<file path="config.mk">
export PLATFORM = sky130hd
export DESIGN_NAME = dl_rx_deframer
export DESIGN_NICKNAME = d
export VERILOG_FILES = /design/src/rtl/dl_rx_deframer.sv
export SDC_FILE = /design/constraint.sdc
export NUM_CORES = 1
export LEC_CHECK = 0
export ABC_AREA = 0
export BUFFER_PORTS_ARGS = -buffer_cell sky130_fd_sc_hd__buf_2
export CAP_MARGIN = 0
export CELL_PAD_IN_SITES_DETAIL_PLACEMENT = 0
export CELL_PAD_IN_SITES_GLOBAL_PLACEMENT = 1
export CORE_ASPECT_RATIO = 1.2
export CORE_UTILIZATION = 45
export DETAILED_ROUTE_END_ITERATION = 7
export PLACE_DENSITY = 0.75
export SLEW_MARGIN = 20
export SYNTH_ARGS = -nofsm -noshare
export SYNTH_HDL_FRONTEND = slang
export SYNTH_SLANG_ARGS = --single-unit
</file>
<file path="constraint.sdc">
create_clock -name clk -period 3.7 [get_ports clk]
set_input_delay 0.37 -clock clk [delete_from_list [all_inputs] [get_ports clk]]
set_output_delay 0.37 -clock clk [all_outputs]
set_load 0.01 [all_outputs]
</file>
<file path="src/rtl/dl_rx_deframer.sv">
module dl_rx_deframer #(
  parameter logic [15:0] CRC_POLY    = 16'h8408,
  parameter logic [15:0] CRC_PRESET  = 16'hFFFF,
  parameter logic [15:0] CRC_RESIDUE = 16'hF0B8
) (
  input  logic       clk,
  input  logic       rst_n,
  input  logic       rx_en,
  input  logic [1:0] mode,
  input  logic       bit_vld,
  input  logic       bit_in,
  input  logic       fifo_full,
  output logic       wr_en,
  output logic [7:0] wr_data,
  output logic       wr_eof,
  output logic [1:0] wr_stat,
  output logic       ev_frame,
  output logic       ev_ovfl
);
  localparam logic [1:0] ST_GOOD = 2'd0, ST_BADCRC = 2'd1, ST_ABORT = 2'd2, ST_SHORT = 2'd3;

  logic [2:0]  ones;
  logic        in_frame;
  logic [5:0]  dly;
  logic [2:0]  dcnt;
  logic [7:0]  sr;
  logic [3:0]  bcnt;
  logic [7:0]  h0, h1, h2;
  logic [1:0]  hc;
  logic [15:0] crc;
  logic        req, reof;
  logic [7:0]  rdata;
  logic [1:0]  rstat;

  wire hd       = ~mode[1];
  wire is_flag  = hd & ~bit_in & (ones == 3'd6);
  wire is_abort = hd &  bit_in & (ones == 3'd6);
  wire is_stuff = hd & ~bit_in & (ones == 3'd5);
  wire is_sixth = hd &  bit_in & (ones == 3'd5);
  wire dpush    = hd & in_frame & ~is_flag & ~is_abort & ~is_stuff & ~is_sixth;

  wire        asm_v  = mode[1] | (dpush & (dcnt == 3'd6));
  wire        asm_b  = mode[1] ? bit_in : dly[5];
  wire [7:0]  nsr    = {asm_b, sr[7:1]};
  wire [3:0]  blast  = (mode == 2'b11) ? 4'd5 : 4'd7;
  wire        bdone  = asm_v & (bcnt == blast);
  wire [7:0]  bval   = (mode == 2'b11) ? {2'b00, nsr[7:2]} : nsr;
  wire [15:0] crc_n  = {1'b0, crc[15:1]} ^ ((crc[0] ^ asm_b) ? CRC_POLY : 16'h0000);
  wire        cls_ok = (bcnt == 4'd0) & (mode[0] ? (hc != 2'd0) : (hc == 2'd3));

  always_ff @(posedge clk or negedge rst_n) begin
    if (!rst_n) begin
      ones <= '0; in_frame <= 1'b0; dly <= '0; dcnt <= '0; sr <= '0; bcnt <= '0;
      h0 <= '0; h1 <= '0; h2 <= '0; hc <= '0; crc <= CRC_PRESET;
      req <= 1'b0; reof <= 1'b0; rdata <= '0; rstat <= ST_GOOD;
    end else begin
      req <= 1'b0;
      if (!rx_en) begin
        in_frame <= 1'b0; ones <= '0; dcnt <= '0; bcnt <= '0; hc <= '0;
      end else if (bit_vld) begin
        if (hd) ones <= bit_in ? ((ones == 3'd7) ? ones : ones + 3'd1) : 3'd0;
        if (dpush) begin
          dly <= {dly[4:0], bit_in};
          if (dcnt != 3'd6) dcnt <= dcnt + 3'd1;
        end
        if (asm_v) begin
          sr   <= nsr;
          crc  <= crc_n;
          bcnt <= bdone ? 4'd0 : bcnt + 4'd1;
        end
        if (bdone) begin
          if (mode[1]) begin
            req <= 1'b1; rdata <= bval; reof <= 1'b0; rstat <= ST_GOOD;
          end else begin
            h0 <= bval; h1 <= h0; h2 <= h1;
            if (hc != 2'd3) hc <= hc + 2'd1;
            if (mode[0] ? (hc != 2'd0) : (hc == 2'd3)) begin
              req <= 1'b1; rdata <= mode[0] ? h0 : h2; reof <= 1'b0; rstat <= ST_GOOD;
            end
          end
        end
        if (is_flag | is_abort) begin
          in_frame <= is_flag;
          dcnt <= '0; bcnt <= '0; hc <= '0; crc <= CRC_PRESET;
          if (is_abort & in_frame) begin
            req <= 1'b1; rdata <= 8'h00; reof <= 1'b1; rstat <= ST_ABORT;
          end else if (is_flag & in_frame & ((hc != 2'd0) | (bcnt != 4'd0))) begin
            req  <= 1'b1; reof <= 1'b1;
            rdata <= cls_ok ? (mode[0] ? h0 : h2) : 8'h00;
            rstat <= !cls_ok ? ST_SHORT :
                     (!mode[0] && crc != CRC_RESIDUE) ? ST_BADCRC : ST_GOOD;
          end
        end
      end
    end
  end

  assign wr_en    = req & rx_en & ~fifo_full;
  assign ev_ovfl  = req & rx_en &  fifo_full;
  assign ev_frame = req & rx_en &  reof;
  assign wr_data  = rdata;
  assign wr_eof   = reof;
  assign wr_stat  = rstat;

  a_r10_no_write_when_full: assert property (@(posedge clk) disable iff (!rst_n)
    wr_en |-> !fifo_full && !ev_ovfl);
  a_r11_quiet_after_disable: assert property (@(posedge clk) disable iff (!rst_n)
    !$past(rx_en) |-> !wr_en && !ev_ovfl && !ev_frame);
  a_r1_transparent_untagged: assert property (@(posedge clk) disable iff (!rst_n)
    (wr_en && mode[1]) |-> !wr_eof && wr_stat == ST_GOOD);
  a_r2_six_bit_top_clear: assert property (@(posedge clk) disable iff (!rst_n)
    (wr_en && mode == 2'b11) |-> wr_data[7:6] == 2'b00);
  a_r8_r9_error_entry_empty: assert property (@(posedge clk) disable iff (!rst_n)
    (wr_en && wr_stat[1]) |-> wr_eof && wr_data == 8'h00);
  a_r12_status_only_at_end: assert property (@(posedge clk) disable iff (!rst_n)
    (wr_en && wr_stat != ST_GOOD) |-> wr_eof);
endmodule

</file>
==> results.py <==
metrics = {
    "yosys": {
        "synthXorXnorAreaFrac_pct": 0.662,
        "synth_edf_count": 0,
        "synth-adder-area-share_pct": 3.15,
        "synth.avg_cell_area_sq_um": 10.9,
        "synth.area.mux_share_pct": 16.5,
        "synth_fp_nets": 381,
        "synth_simple_gate_area_share_pct": 13.2,
        "postSynthCellCount": 363,
        "ys_warn_count": 0,
        "ys_seq_elements": 78,
        "synth_flop_cell": "dfrtp_1",
        "syn_area_sq_um": 3970,
        "synth_top_family_by_area": "multiplexers",
        "synth-async-reset-ratio_pct": 100,
        "synth_compound_area_share_pct": 13.4,
        "ys_types": 55,
        "seq_area_frac_synth_pct": 49.7,
    },
    "critical_path": {
        "r2r-end": "h2[3]",
        "r2r_cells": 8,
        "cp.required_ps": 3940,
        "critPathArrivalTime_ps": 2690,
        "r2r_setup_slack_ps": 1250,
        "cp-startpoint": "ones[0]",
        "r2r_start": "ones[0]",
        "crit_path_end_kind": "flip-flop",
        "crit_fanout": 24,
        "cp-start-kind": "flip-flop",
        "crit_type": "reg2reg",
    },
    "detailed_routing": {
        "via_count": 2810,
        "top_layer": "met4",
        "drt_wl_total_mm": 8.22,
        "dr_wl_met2_mm": 3.94,
        "first_iter_violations": 137,
        "route.met3.wl_um": 280,
        "ant_nets": 0,
        "wl_met1_mm": 3.77,
        "drt_first_pass_iters": 5,
        "wl_per_cell_um": 16.3,
        "drc": 0,
        "viasPerCell": 5.59,
    },
    "placement": {
        "dpl_cell_area_sq_um": 4160,
        "port_buffers": 21,
        "gp_congestion": 0.856,
        "dp_hpwl_mm": 5.57,
    },
    "floorplanning": {
        "ioPinCount": 22,
        "initial_core_util_pct": 46.4,
        "die_x_um": 87.7,
        "core_sq_um": 8560,
        "die_height_um": 105,
        "rows": 37,
        "die_area_sq_um": 9200,
    },
    "global_route": {
        "antenna_found_initial": 0,
        "grt_start_max_net_pins": 79,
        "grt_pass1_wl_mm": 13.8,
        "grt-ovfl-total": 0,
        "grtUsageTotal_pct": 19.8,
        "grt_pass1_vias": 2684,
    },
    "worst_hold_path": {
        "holdPathEnd": "dcnt[0]",
        "hp-class": "in2reg",
        "hold_start": "bit_vld",
        "hold_depth": 3,
    },
    "timing": {
        "finClkSkew_ps": 11.2,
        "holdWs_ps": 377,
        "tightest_slew_ps": 804,
        "post-route-period-util_pct": 66.2,
        "timing.fmax_mhz": 408,
        "maxSlewHeadroom_pct": 46.4,
        "grt_setup_unrepaired": "false",
        "finalHoldViolCount": 0,
        "slew_viol_final": 0,
        "finalSetupViolations": 0,
        "setup_tns_ps": 0,
        "fin_crit_ps": 2450,
    },
    "finish": {
        "final_cell_mix": "dfrtp_1, mux2_2, nand2_1, nor2_1, o21ai_0",
        "drive_gt1_share_pct": 27.2,
        "area.growth.synth_to_final_pct": 10.4,
        "stdcell_area_sq_um": 4380,
        "nNetsFinal": 399,
        "final_common_cell": "dfrtp_1",
        "antenna_cells": 0,
    },
    "power": {
        "power.density_nw_per_um2": 447,
        "leakagePower_uw": 0.00203,
        "finalPower_uw": 1960,
        "vdd_ir_drop_max_mv": 0.180,
    },
    "clocking": {
        "cts_buffers": 9,
        "clock-root-buffer": "clkbuf_8",
        "cts_tree": "yes",
        "numClockSinks": 78,
        "h-tree-depth": 3,
        "cts_buffer_depth": 2,
        "clk_pin_slew_worst_paths_ps": 80,
        "insertion_delay_ps": 360,
    },
    "job": {
        "drv_cap": 0,
    },
    "status": {
        "status": "finished, final reports clean",
    },
}
[metrics by stage]
step           cells  setup WS (ps)  utilization, %
5_1_grt          503           1070            51.2
3_5_place_dp     485           1290            48.5
2_1_floorplan    363           1500               -
6_report         503           1250            51.2
3_3_place_gp     485           1330            48.5
4_1_cts          501           1260            50.7
[worst max-delay path, stage by stage (launching register included)]
cell	delay [ps]
dfrtp_1	430
inv_1	60
ha_1	230
o21a_1	220
nor2_1	150
nand2_1	270
nor4_4	230
buf_4	350
mux2_2	370
[Yosys cell counts, types with 6 or more instances]
cell type | number | area [sq um]
a222oi_1 | 6 | 60.1
dfstp_2 | 16 | 420
dfrtp_1 | 62 | 1550
o21ai_0 | 25 | 125
mux2_1 | 8 | 90.1
a22o_1 | 6 | 52.6
nor2_1 | 32 | 120
clkbuf_1 | 12 | 45.0
ha_1 | 10 | 125
mux2i_1 | 6 | 60.1
mux2_2 | 45 | 507
nand3_1 | 6 | 30.0
nand2_1 | 37 | 139
a21oi_1 | 6 | 30.0
inv_1 | 13 | 48.8
[sequential cells by signal (all words and copies together), names as in the netlist, 2 cells and up]
name     flops
h2           8
bcnt         4
crc         16
sr           7
ones         3
dly          6
wr_data      8
hc           2
h0           8
dcnt         3
h1           8
wr_stat      2
[power by group]
group / switching [uW] / total (uW) / leakage, uW / internal, uW
sequential: 91.2 / 1070 / 0.00101 / 980
combinational: 128 / 264 / 0.000932 / 136
clock: 314 / 623 / 0.0000931 / 309
[how the worst max path moves through the flow]
stage / end
floorplan: h1[0]
global placement: h1[1]
detailed placement: h1[0]
CTS: h2[3]
global route: h2[3]
finish: h2[3]
[cell families (layout without fill, tap and decap cells)]
| logic type | after synthesis | after routing |
|---|---|---|
| and+or+nand+nor | 107 | 107 |
| muxes | 59 | 59 |
| AOI/OAI and AO/OA | 74 | 74 |
| xor gates and xnor gates | 3 | 3 |
| DFF | 78 | 78 |
| buffers and inverters | 32 | 55 |
| adders and majority gates | 10 | 10 |
[per-layer routing]
| metal | up-vias | track usage [%] |
|---|---|---|
| met2 | 53 | 30.1 |
| met5 | - | 0 |
| li1 | 1343 | - |
| met4 | 0 | 10.4 |
| met1 | 1396 | 26.0 |
| met3 | 18 | 4.27 |
[what timing repair did]
item | CTS | global route
gates resized for setup | 0 | 0
endpoints found under the setup margin | 0 | 0
hold endpoints to repair | 0 | 10
hold buffers | 0 | 1
buffers inserted | 0 | 0
[layout make-up]
class                           instances  area [sq um]
Clock buffer                           11           131
Timing Repair Buffer                   25           160
Clock inverter                          5          52.6
Sequential cell                        78          1970
Fill cell                             787          4180
Multi-Input combinational cell        253          1870
Tap cell                              117           146
Inverter                               14          52.6
Note: power is estimated with default switching activity, not from simulation.
